File: config.mk
export PLATFORM = sky130hd
export DESIGN_NAME = smb_regbank_slave
export DESIGN_NICKNAME = d
export VERILOG_FILES = /design/src/rtl/smb_pkg.sv /design/src/rtl/smb_line_filter.sv /design/src/rtl/smb_reg_bank.sv /design/src/rtl/smb_regbank_slave.sv
export SDC_FILE = /design/constraint.sdc
export NUM_CORES = 1
export LEC_CHECK = 0
export BUFFER_PORTS_ARGS = -buffer_cell sky130_fd_sc_hd__clkbuf_2
export CORE_MARGIN = 2
export CORE_UTILIZATION = 35
export DETAILED_ROUTE_END_ITERATION = 10
export SETUP_SLACK_MARGIN = 0.3
export SLEW_MARGIN = 40
export SYNTH_ARGS = -nofsm -noshare
export SYNTH_HDL_FRONTEND = slang
export SYNTH_HIERARCHICAL = 1
export SYNTH_SLANG_ARGS = --single-unit
File: constraint.sdc
create_clock -name clk -period 3.24 [get_ports clk]
set_input_delay 0.648 -clock clk [delete_from_list [all_inputs] [get_ports clk]]
set_output_delay 0.648 -clock clk [all_outputs]
set_load 0.1 [all_outputs]
File: src/rtl/smb_pkg.sv
package smb_pkg;

  typedef enum logic [2:0] {ST_IDLE, ST_RX, ST_ACK, ST_TX, ST_MACK} smb_state_e;
  typedef enum logic [1:0] {RL_ADDR, RL_CMD, RL_CNT, RL_DATA} smb_role_e;

  localparam int unsigned IDX_MODE  = 1;
  localparam int unsigned IDX_OUT   = 4;
  localparam int unsigned IDX_TEST  = 9;
  localparam int unsigned IDX_COUNT = 12;

  function automatic logic [7:0] reg_default(input int idx);
    case (idx)
      1:       return 8'h05;
      2, 3, 4: return 8'hFF;
      7:       return 8'h38;
      8:       return 8'h83;
      9:       return 8'h25;
      10:      return 8'h03;
      11:      return 8'h0D;
      12:      return 8'h0E;
      default: return 8'h00;
    endcase
  endfunction

  function automatic logic [7:0] reg_wmask(input int idx);
    case (idx)
      1:       return 8'h40;
      4:       return 8'h6E;
      9:       return 8'h1F;
      12:      return 8'hFF;
      default: return 8'h00;
    endcase
  endfunction

endpackage

File: src/rtl/smb_line_filter.sv
module smb_line_filter #(
  parameter int unsigned FILT_LEN = 3
) (
  input  logic clk,
  input  logic rst,
  input  logic din,
  output logic q
);
  localparam int unsigned CW = $clog2(FILT_LEN + 1);

  logic [1:0]    sync;
  logic [CW-1:0] cnt;

  always_ff @(posedge clk) begin
    if (rst) begin
      sync <= 2'b11;
      q    <= 1'b1;
      cnt  <= '0;
    end else begin
      sync <= {sync[0], din};
      if (sync[1] == q) begin
        cnt <= '0;
      end else if (cnt == CW'(FILT_LEN - 1)) begin
        q   <= sync[1];
        cnt <= '0;
      end else begin
        cnt <= cnt + 1'b1;
      end
    end
  end

  AST_FILT_FOLLOWS: assert property (@(posedge clk) disable iff (rst)
    !$stable(q) |-> ($past(sync[1]) == q));

endmodule

File: src/rtl/smb_reg_bank.sv
module smb_reg_bank
  import smb_pkg::*;
#(
  parameter int unsigned NUM_REGS = 13,
  parameter int unsigned AW       = 7
) (
  input  logic          clk,
  input  logic          rst,
  input  logic          wr_en,
  input  logic [AW-1:0] wr_addr,
  input  logic [7:0]    wr_data,
  input  logic [AW-1:0] rd_addr,
  output logic [7:0]    rd_data,
  output logic [3:0]    out_en,
  output logic          spread_en,
  output logic          spread_center,
  output logic          test_ref_sel,
  output logic          test_enter,
  output logic [2:0]    out_level
);
  logic [7:0] regs [NUM_REGS];

  for (genvar i = 0; i < NUM_REGS; i++) begin : g_reg
    localparam logic [7:0] WMASK = reg_wmask(i);
    logic [7:0] q;
    always_ff @(posedge clk) begin
      if (rst)
        q <= reg_default(i);
      else if (wr_en && wr_addr == AW'(i))
        q <= (wr_data & WMASK) | (q & ~WMASK);
    end
    assign regs[i] = q;
  end

  always_comb begin
    rd_data = 8'h00;
    for (int i = 0; i < NUM_REGS; i++)
      if (rd_addr == AW'(i)) rd_data = regs[i];
  end

  assign out_en        = {regs[IDX_OUT][2], regs[IDX_OUT][3], regs[IDX_OUT][5], regs[IDX_OUT][6]};
  assign spread_en     = regs[IDX_OUT][1];
  assign spread_center = regs[IDX_MODE][6];
  assign test_ref_sel  = regs[IDX_TEST][4];
  assign test_enter    = regs[IDX_TEST][3];
  assign out_level     = regs[IDX_TEST][2:0];

endmodule

File: src/rtl/smb_regbank_slave.sv
module smb_regbank_slave
  import smb_pkg::*;
#(
  parameter logic [6:0]  DEV_ADDR = 7'h69,
  parameter int unsigned FILT_LEN = 3,
  parameter int unsigned NUM_REGS = 13
) (
  input  logic       clk,
  input  logic       rst,
  input  logic       scl_i,
  input  logic       sda_i,
  output logic       sda_oe,
  output logic [3:0] out_en,
  output logic       spread_en,
  output logic       spread_center,
  output logic       test_ref_sel,
  output logic       test_enter,
  output logic [2:0] out_level
);
  localparam int unsigned AW = 7;

  logic scl_f, sda_f, scl_d, sda_d;
  logic start_c, stop_c, rise_c, fall_c;

  smb_state_e state;
  smb_role_e  role;
  logic [3:0]    bitcnt;
  logic [7:0]    sh;
  logic [AW-1:0] ptr;
  logic [7:0]    wr_left;
  logic          cnt_pending, go_tx, mnack;
  logic          wr_en_q;
  logic [AW-1:0] wr_addr_q;
  logic [7:0]    wr_data_q;
  logic [AW-1:0] rd_addr;
  logic [7:0]    rd_data;

  smb_line_filter #(.FILT_LEN(FILT_LEN)) u_scl (.clk(clk), .rst(rst), .din(scl_i), .q(scl_f));
  smb_line_filter #(.FILT_LEN(FILT_LEN)) u_sda (.clk(clk), .rst(rst), .din(sda_i), .q(sda_f));

  always_ff @(posedge clk) begin
    if (rst) begin
      scl_d <= 1'b1;
      sda_d <= 1'b1;
    end else begin
      scl_d <= scl_f;
      sda_d <= sda_f;
    end
  end

  assign start_c = scl_f & scl_d & sda_d & ~sda_f;
  assign stop_c  = scl_f & scl_d & ~sda_d & sda_f;
  assign rise_c  = scl_f & ~scl_d;
  assign fall_c  = ~scl_f & scl_d;
  assign rd_addr = cnt_pending ? AW'(IDX_COUNT) : ptr;

  always_ff @(posedge clk) begin
    if (rst) begin
      state       <= ST_IDLE;
      role        <= RL_ADDR;
      bitcnt      <= '0;
      sh          <= '0;
      ptr         <= '0;
      wr_left     <= '0;
      cnt_pending <= 1'b0;
      go_tx       <= 1'b0;
      mnack       <= 1'b0;
      sda_oe      <= 1'b0;
      wr_en_q     <= 1'b0;
      wr_addr_q   <= '0;
      wr_data_q   <= '0;
    end else begin
      wr_en_q <= 1'b0;
      if (start_c) begin
        state  <= ST_RX;
        role   <= RL_ADDR;
        bitcnt <= '0;
        sda_oe <= 1'b0;
      end else if (stop_c) begin
        state  <= ST_IDLE;
        sda_oe <= 1'b0;
      end else begin
        case (state)
          ST_RX: begin
            if (rise_c && bitcnt < 4'd8) begin
              sh     <= {sh[6:0], sda_f};
              bitcnt <= bitcnt + 1'b1;
            end else if (fall_c && bitcnt == 4'd8) begin
              state  <= ST_ACK;
              sda_oe <= 1'b1;
              go_tx  <= 1'b0;
              case (role)
                RL_ADDR: begin
                  if (sh[7:1] != DEV_ADDR) begin
                    state  <= ST_IDLE;
                    sda_oe <= 1'b0;
                  end else begin
                    go_tx <= sh[0];
                    role  <= RL_CMD;
                  end
                end
                RL_CMD: begin
                  ptr         <= sh[7] ? sh[6:0] : '0;
                  cnt_pending <= ~sh[7];
                  wr_left     <= 8'd1;
                  role        <= sh[7] ? RL_DATA : RL_CNT;
                end
                RL_CNT: begin
                  wr_left     <= sh;
                  cnt_pending <= 1'b0;
                  role        <= RL_DATA;
                end
                default: begin
                  if (wr_left != 8'd0) begin
                    wr_en_q   <= 1'b1;
                    wr_addr_q <= ptr;
                    wr_data_q <= sh;
                    ptr       <= ptr + 1'b1;
                    wr_left   <= wr_left - 1'b1;
                  end
                end
              endcase
            end
          end
          ST_ACK: begin
            if (fall_c) begin
              bitcnt <= '0;
              if (go_tx) begin
                state  <= ST_TX;
                sh     <= rd_data;
                sda_oe <= ~rd_data[7];
                if (cnt_pending) cnt_pending <= 1'b0;
                else             ptr <= ptr + 1'b1;
              end else begin
                state  <= ST_RX;
                sda_oe <= 1'b0;
              end
            end
          end
          ST_TX: begin
            if (fall_c) begin
              if (bitcnt == 4'd7) begin
                state  <= ST_MACK;
                sda_oe <= 1'b0;
                bitcnt <= '0;
              end else begin
                sh     <= {sh[6:0], 1'b0};
                sda_oe <= ~sh[6];
                bitcnt <= bitcnt + 1'b1;
              end
            end
          end
          ST_MACK: begin
            if (rise_c) begin
              mnack <= sda_f;
            end else if (fall_c) begin
              if (mnack) begin
                state <= ST_IDLE;
              end else begin
                state  <= ST_TX;
                sh     <= rd_data;
                sda_oe <= ~rd_data[7];
                if (cnt_pending) cnt_pending <= 1'b0;
                else             ptr <= ptr + 1'b1;
              end
            end
          end
          default: ;
        endcase
      end
    end
  end

  smb_reg_bank #(.NUM_REGS(NUM_REGS), .AW(AW)) u_bank (
    .clk(clk), .rst(rst),
    .wr_en(wr_en_q), .wr_addr(wr_addr_q), .wr_data(wr_data_q),
    .rd_addr(rd_addr), .rd_data(rd_data),
    .out_en(out_en), .spread_en(spread_en), .spread_center(spread_center),
    .test_ref_sel(test_ref_sel), .test_enter(test_enter), .out_level(out_level)
  );

  AST_DRIVE_SCL_LOW: assert property (@(posedge clk) disable iff (rst)
    $rose(sda_oe) |-> !scl_f);

  AST_IDLE_RELEASED: assert property (@(posedge clk) disable iff (rst)
    (state == ST_IDLE) |-> !sda_oe);

  AST_ACK_WHOLE_BYTE: assert property (@(posedge clk) disable iff (rst)
    ($rose(sda_oe) && state == ST_ACK) |-> ($past(bitcnt) == 4'd8));

  AST_MACK_RELEASED: assert property (@(posedge clk) disable iff (rst)
    (state == ST_MACK) |-> !sda_oe);

endmodule

==> flow_summary_export.csv, run 1 <==
group,metric,value,unit
synth,synth-seq-cells,83,
synth,yosys_warnings,6,
power,sequentialPowerShare,50.9,%
placed_design,dp_slack,0.658,ns
clock_tree,clk_pin_slew,0.07,ns
routing,drc_errors,0,
routing,antenna_left,0,
sta,period_needed,2.44,ns
routing,wire_per_inst,15.0,um
final_layout,num-fill-cells,1289,
clock_tree,h-tree-depth,3,
floorplan,dieArea,13900,um^2
synth,syn_avg_cell_area,8.32,um^2
floorplan,die_w,118,um
final_layout,layout_commonest_cell,"dfxtp_1",
clock_tree,ctsHoldBuffers,0,
placed_design,numPortBuffers,15,
clock_tree,clock_path_buffers,2,
worst_setup_path,arrival,2.64,ns
worst_setup_path,crit_type,"reg -> reg",
clock_tree,numCtsBuffers,9,
power,power.density,404,nW/um^2
worst_setup_path,cp_max_fo,15,
clock_tree,cts_resized,0,
worst_setup_path,start_kind,"flop",
clock_tree,clk_latency,0.35,ns
synth,synthCells,548,
power,p_sw,0.000465,W
routing,routed_wl,10900,um
power,total_power,0.00202,W
floorplan,placementRows,41,
synth,synth_edf_count,0,
sta,slew_headroom,46.0,%
grt,grt_max_degree,42,
clock_tree,root_buffer,"clkbuf_16",
synth,yosys_most_used_dff,"dfxtp_1",
final_layout,fin_util,39.4,%
run_status,outcome,"complete, no violations",
clock_tree,clock-sinks,83,
synth,synth_seq_area_share,36.5,%
synth,synth_top_family_by_area,"simple AND/OR/NAND/NOR gates",
sta,fin_setup_tns,0,ns
grt,grt_overflow_total,0,
synth,synth_xor_area_share,1.92,%
power,p_leak,1.86,nW
sta,fin_crit_sh,75.4,%
routing,drtPass1Iterations,4,
worst_setup_path,worst_setup_path_end_kind,"flop",
routing,routed-via-count,3903,
placed_design,hpwl,7610,um
final_layout,syn_to_final_growth,9.50,%
run,cap_violations,0,
worst_setup_path,critPathRequiredTime,3.44,ns
routing,avgViaCountPerCell,5.38,
grt,antenna_found_initial,0,
floorplan,core,12700,um^2
synth,synth_compound_area_share,20.7,%
power,combinationalPowerShare,1.8,%
synth,synthArstFlopShare,0,%
grt,grt_pass1_wl,18200,um
power,p_clk_share,47.2,%
sta,finalClockSkew,0.00717,ns
sta,setup_viol,0,
routing,drt_iter0_markers,239,
final_layout,n_antenna_cell,0,
floorplan,io_pins,16,
synth,synth_cell_type_count,78,
sta,rsz0062_at_grt,"false",
synth,synth_area,4560,um^2
floorplan,initial_core_util,36.0,%
sta,hold_viol_final,0,
grt,grt_usage,16.0,%
clock_tree,cts_tree,"built",
clock_tree,cts_setup_buffers,0,
final_layout,layout.nets,562,
synth,synthAdderAreaFrac,2.75,%
final_layout,drive_above_1_share,14.1,%
synth,synth_nets,562,
sta,setup_slack,0.798,ns
power,vdd_ir_drop_max,216,uV
sta,fmax,409,MHz
worst_hold_path,hp-class,"reg -> reg",
placed_design,routabilityCongestion,0.846,
floorplan,die_y,118,um
synth,synth_mux_area_share,5.27,%
sta,worstMarginPinSlew,0.806,ns
power,switching_share,23.0,%
synth,yosys.area_share.simple,27.2,%
power,internal_power,0.00155,W
final_layout,layout_common_cells,"dfxtp_1 (83), nor2_1 (69), nand2_1 (46)",
grt,grt_pass1_vias,3569,
sta,slew_violations,0,
-- flip-flops by register name, indices dropped and copies added (netlist names), 3 cells and up --
register / flops
bitcnt: 4
wr_left: 8
state: 3
wr_data_q: 8
ptr: 7
wr_addr_q: 7
sh: 8
u_bank/g.q: 19
-- cells in the mapped netlist, drive strengths merged, types with 8 or more instances --
master  number  area (um^2)
a21oi       49          290
a311oi       8         70.1
buf         15          111
clkbuf      17         67.6
dfxtp       83         1660
ha          10          125
inv         21         78.8
mux2i       24          240
nand2       52          210
nand2b       9         63.8
nand3       12         65.1
nor2        70          270
nor2b       12         75.1
nor3        22          115
o21ai       21          105
or2          8         50.1
-- cells by family (layout without fill, tap and decap cells) --
group | after synthesis | in the layout
xor+xnor | 10 | 10
simple gates | 232 | 232
flops | 83 | 83
compound gates | 136 | 136
mux | 24 | 24
fa+ha+maj | 10 | 10
buf+inv | 53 | 58
-- layout make-up --
class / instances / area [um^2] / area share [%]
Tap cell: 172 / 215 / 4.31
Inverter: 21 / 78.8 / 1.58
Clock buffer: 10 / 229 / 4.59
Timing Repair Buffer: 21 / 120 / 2.41
Clock inverter: 6 / 41.3 / 0.827
Sequential cell: 83 / 1660 / 33.3
Multi-Input combinational cell: 412 / 2640 / 53.0
-- routing by layer --
metal | vias to the layer above | global-route usage [%] | wire (um)
met5 | - | 0 | 0
met4 | 0 | 4.67 | 127
met3 | 10 | 4.07 | 446
met2 | 69 | 25.5 | 4940
met1 | 1847 | 21.2 | 5350
li1 | 1977 | - | -
-- per-stage QoR --
stage / std cells / instance area, um^2 / hold WS, ns
global route: 725 / 4990 / 0.423
CTS: 725 / 4980 / 0.412
global placement: 709 / 4710 / 0.393
detailed placement: 709 / 4710 / 0.397
finish: 725 / 4990 / 0.409
floorplan: 548 / 4560 / 0.389
-- power groups by stage --
stage          sequential (W)  clock (W)  combinational (W)
3_5_place_dp          0.00105          0          0.0000369
3_3_place_gp          0.00105          0          0.0000364
2_1_floorplan         0.00105          0          0.0000266
5_1_grt               0.00103    0.00102          0.0000411
6_report              0.00103   0.000953          0.0000365
4_1_cts               0.00103   0.000978          0.0000370
-- worst paths after layout --
check	start	endpoint	slack, ns	cells past startpoint
max	wr_left[0]	wr_left[2]	0.80	7
min	u_sda/sync[0]	u_sda/sync[1]	0.41	1
max reg2reg	wr_left[0]	wr_left[2]	0.80	7
min reg2reg	u_sda/sync[0]	u_sda/sync[1]	0.41	1
-- critical path, cell delays in order (launching register included) --
cell and delay (ns):
dfxtp_1 0.33, inv_1 0.06, ha_1 0.19, or4b_1 0.56, nor4_1 0.56, nor3_4 0.19, a41oi_1 0.25, o311ai_0 0.14
(Power assumes the default switching activity.)
==> run 2, diff against run 1 <==
--- a/config.mk
+++ b/config.mk
@@ -5,6 +5,7 @@
 export SDC_FILE = /design/constraint.sdc
 export NUM_CORES = 1
 export LEC_CHECK = 0
+export ABC_AREA = 1
 export BUFFER_PORTS_ARGS = -buffer_cell sky130_fd_sc_hd__clkbuf_2
 export CORE_MARGIN = 2
 export CORE_UTILIZATION = 35
==> constraint.sdc (replaced) <==
create_clock -name clk -period 2 [get_ports clk]
set_input_delay 0.4 -clock clk [delete_from_list [all_inputs] [get_ports clk]]
set_output_delay 0.4 -clock clk [all_outputs]
set_load 0.1 [all_outputs]
==> flow_summary_export.csv, run 2 <==
group,metric,value,unit
worst_hold_path,hold_depth,2,
sta,fin_setup_tns,0,ns
power,vdd_ir_drop_max,667,uV
clock_tree,cts_tree,"built",
power,sequentialPowerShare,31.1,%
worst_setup_path,arrival,1.97,ns
synth,yosys.area_share.simple,39.8,%
clock_tree,h-tree-depth,3,
worst_setup_path,cp_max_fo,5,
synth,synth_seq_area_share,34.4,%
synth,synth_edf_count,0,
synth,synth_top_family_by_area,"simple AND/OR/NAND/NOR gates",
synth,synth_nets,728,
final_layout,stdcell_area,6080,um^2
worst_setup_path,r2r_start,"ptr[0]",
power,p_clk_share,31.5,%
synth,yosys_warnings,6,
worst_setup_path,worst_setup_path_end_kind,"flop",
worst_setup_path,critPathRequiredTime,2.24,ns
grt,grt_overflow_total,0,
routing,antenna_left,0,
sta,fin_crit_sh,86.6,%
sta,hold_viol_final,0,
final_layout,multi_input_area,2980,um^2
synth,synth.most_common_cell,"nand2_1",
final_layout,layout_common_cells,"nand2_1 (148), nor2_1 (107), inv_1 (76)",
synth,synthArstFlopShare,0,%
grt,antenna_found_initial,0,
synth,syn_avg_cell_area,6.76,um^2
power,power.density,1010,nW/um^2
run_status,outcome,"complete, no violations",
routing,avgViaCountPerCell,4.86,
floorplan,initial_core_util,36.1,%
floorplan,dieArea,14700,um^2
floorplan,placementRows,42,
clock_tree,numCtsBuffers,9,
synth,yosys.area.top_type,"dfxtp_1",
worst_hold_path,hp-class,"in -> reg",
sta,fmax,578,MHz
sta,worstMarginPinSlew,0.550,ns
sta,rsz0062_at_grt,"true",
routing,routed-via-count,4613,
final_layout,fin_util,45.5,%
final_layout,n_antenna_cell,0,
clock_tree,root_buffer,"clkbuf_16",
placed_design,numPortBuffers,15,
run,cap_violations,0,
worst_hold_path,hold-path-endpoint,"u_scl/sync[0]",
worst_hold_path,hp-start,"scl_i",
final_layout,num-fill-cells,1356,
worst_setup_path,start_kind,"flop",
placed_design,placed_area,5170,um^2
power,internal_power,0.00387,W
worst_setup_path,r2r_cells,15,
synth,synth-seq-cells,83,
final_layout,syn_to_final_growth,26.0,%
clock_tree,clk_latency,0.34,ns
synth,synth_area,4820,um^2
worst_setup_path,reg2reg_to,"sh[7]",
synth,synth_cell_type_count,40,
final_layout,layout.nets,784,
routing,drtPass1Iterations,5,
clock_tree,clock_path_buffers,2,
worst_setup_path,crit_type,"reg -> reg",
clock_tree,clock-sinks,83,
sta,finalClockSkew,0.00640,ns
routing,routed_wl,13000,um
worst_setup_path,rrSetupSlack,0.27,ns
synth,synth_top_area_share,34.4,%
final_layout,instances_no_fill,949,
final_layout,regMostFlops,"u_bank/g.q",
power,p_sw,0.00225,W
synth,synth_mux_area_share,0,%
final_layout,regArea,1700,um^2
final_layout,drive_above_1_share,26.3,%
routing,wire_per_inst,13.7,um
synth,yosys_most_used_dff,"dfxtp_1",
grt,grt_pass1_vias,4162,
grt,grt_usage,17.6,%
floorplan,io_pins,16,
routing,drt_iter0_markers,282,
sta,slew_headroom,63.5,%
final_layout,largest_reg_flops,19,
power,combinationalPowerShare,37.3,%
power,total_power,0.00611,W
power,switching_share,36.7,%
sta,slew_violations,0,
synth,synth.area.top_cells,"dfxtp_1 (34%), nand2_1 (13%), nor2_1 (9.4%), inv_1 (7.0%), nand3_1 (6.0%)",
synth,synth_compound_area_share,13.4,%
placed_design,routabilityCongestion,0.892,
power,p_leak,2.72,nW
final_layout,layout_commonest_cell,"nand2_1",
sta,setup_viol,0,
floorplan,die_w,121,um
synth,synthAdderAreaFrac,2.59,%
grt,grt_max_degree,28,
placed_design,hpwl,8900,um
routing,drc_errors,0,
sta,period_needed,1.73,ns
clock_tree,clk_pin_slew,0.06,ns
placed_design,dp.cells,905,
synth,yosys-top-cells-count,"nand2_1 (162), nor2_1 (121), inv_1 (90)",
grt,grt_pass1_wl,20600,um
synth,synthCells,714,
floorplan,core,13300,um^2
floorplan,die_y,121,um
synth,synth_xor_area_share,0.726,%
[run 2: power groups by stage]
stage	registers [W]	logic (W)	clock network [W]
2_1_floorplan	0.00190	0.00147	0
3_3_place_gp	0.00191	0.00187	0
3_5_place_dp	0.00191	0.00187	0
4_1_cts	0.00189	0.00198	0.00194
5_1_grt	0.00192	0.00254	0.00202
6_report	0.00190	0.00228	0.00193
[run 2: cell families (layout without fill, tap and decap cells)]
family | after synthesis | in the layout
AND/OR/NAND/NOR | 405 | 406
AO/OA/AOI/OAI | 100 | 100
flip-flops | 83 | 83
buffers and inverters | 112 | 170
adder cells (fa/ha/maj) | 10 | 10
XOR/XNOR | 4 | 4
[run 2: stage by stage]
step                      hold slack, ns  setup slack [ns]
final                              0.233             0.269
after global routing               0.241            0.0922
after CTS                          0.230             0.278
after detailed placement           0.392            0.0785
after global placement             0.387             0.128
after floorplan                    0.383             0.308
[run 2: how the worst max path moves through the flow]
stage          depth (start not counted)                  from  endpoint
4_1_cts                               13           cnt_pending     sh[7]
3_5_place_dp                          15                ptr[0]     sh[7]
3_3_place_gp                          15                ptr[0]     sh[7]
2_1_floorplan                         10  u_bank/g_reg[4].q[2]     sh[2]
6_report                              15                ptr[0]     sh[7]
5_1_grt                               13           cnt_pending     sh[0]
[run 2: what timing repair did]
item | CTS | global route
hold buffers | 0 | 0
resized for setup | 36 | 71
setup endpoints to repair | 33 | 48
gates cloned | 1 | 2
pin swaps | 8 | 22
setup buffers | 9 | 18
[run 2: critical path, cell delays in order, from the launching register on]
cell	delay, ns
dfxtp_2	0.34
inv_1	0.07
nor2_4	0.17
inv_2	0.07
nand2_4	0.09
nor2_2	0.05
nand2_2	0.10
inv_2	0.06
nor2_2	0.13
nand3b_1	0.13
nand2_1	0.09
o21ai_0	0.07
inv_1	0.05
nand3_1	0.07
nand2_1	0.08
nor2_1	0.04
[run 2: final cells by class]
type	count	area share, %
multi-input combinational	520	49.1
sequential	83	27.9
timing repair buffer	56	7.57
inverter	100	6.28
clock buffer	10	3.93
tap	176	3.62
clock inverter	4	1.63
[run 2: layer usage]
layer  vias up  wire length [um]  global-route usage [%]
li1       2408                 -                       -
met1      2122              6150                    24.4
met2        75              6220                    28.3
met3         8               459                    2.68
met4         0               153                    5.46
met5         -                 0                       0
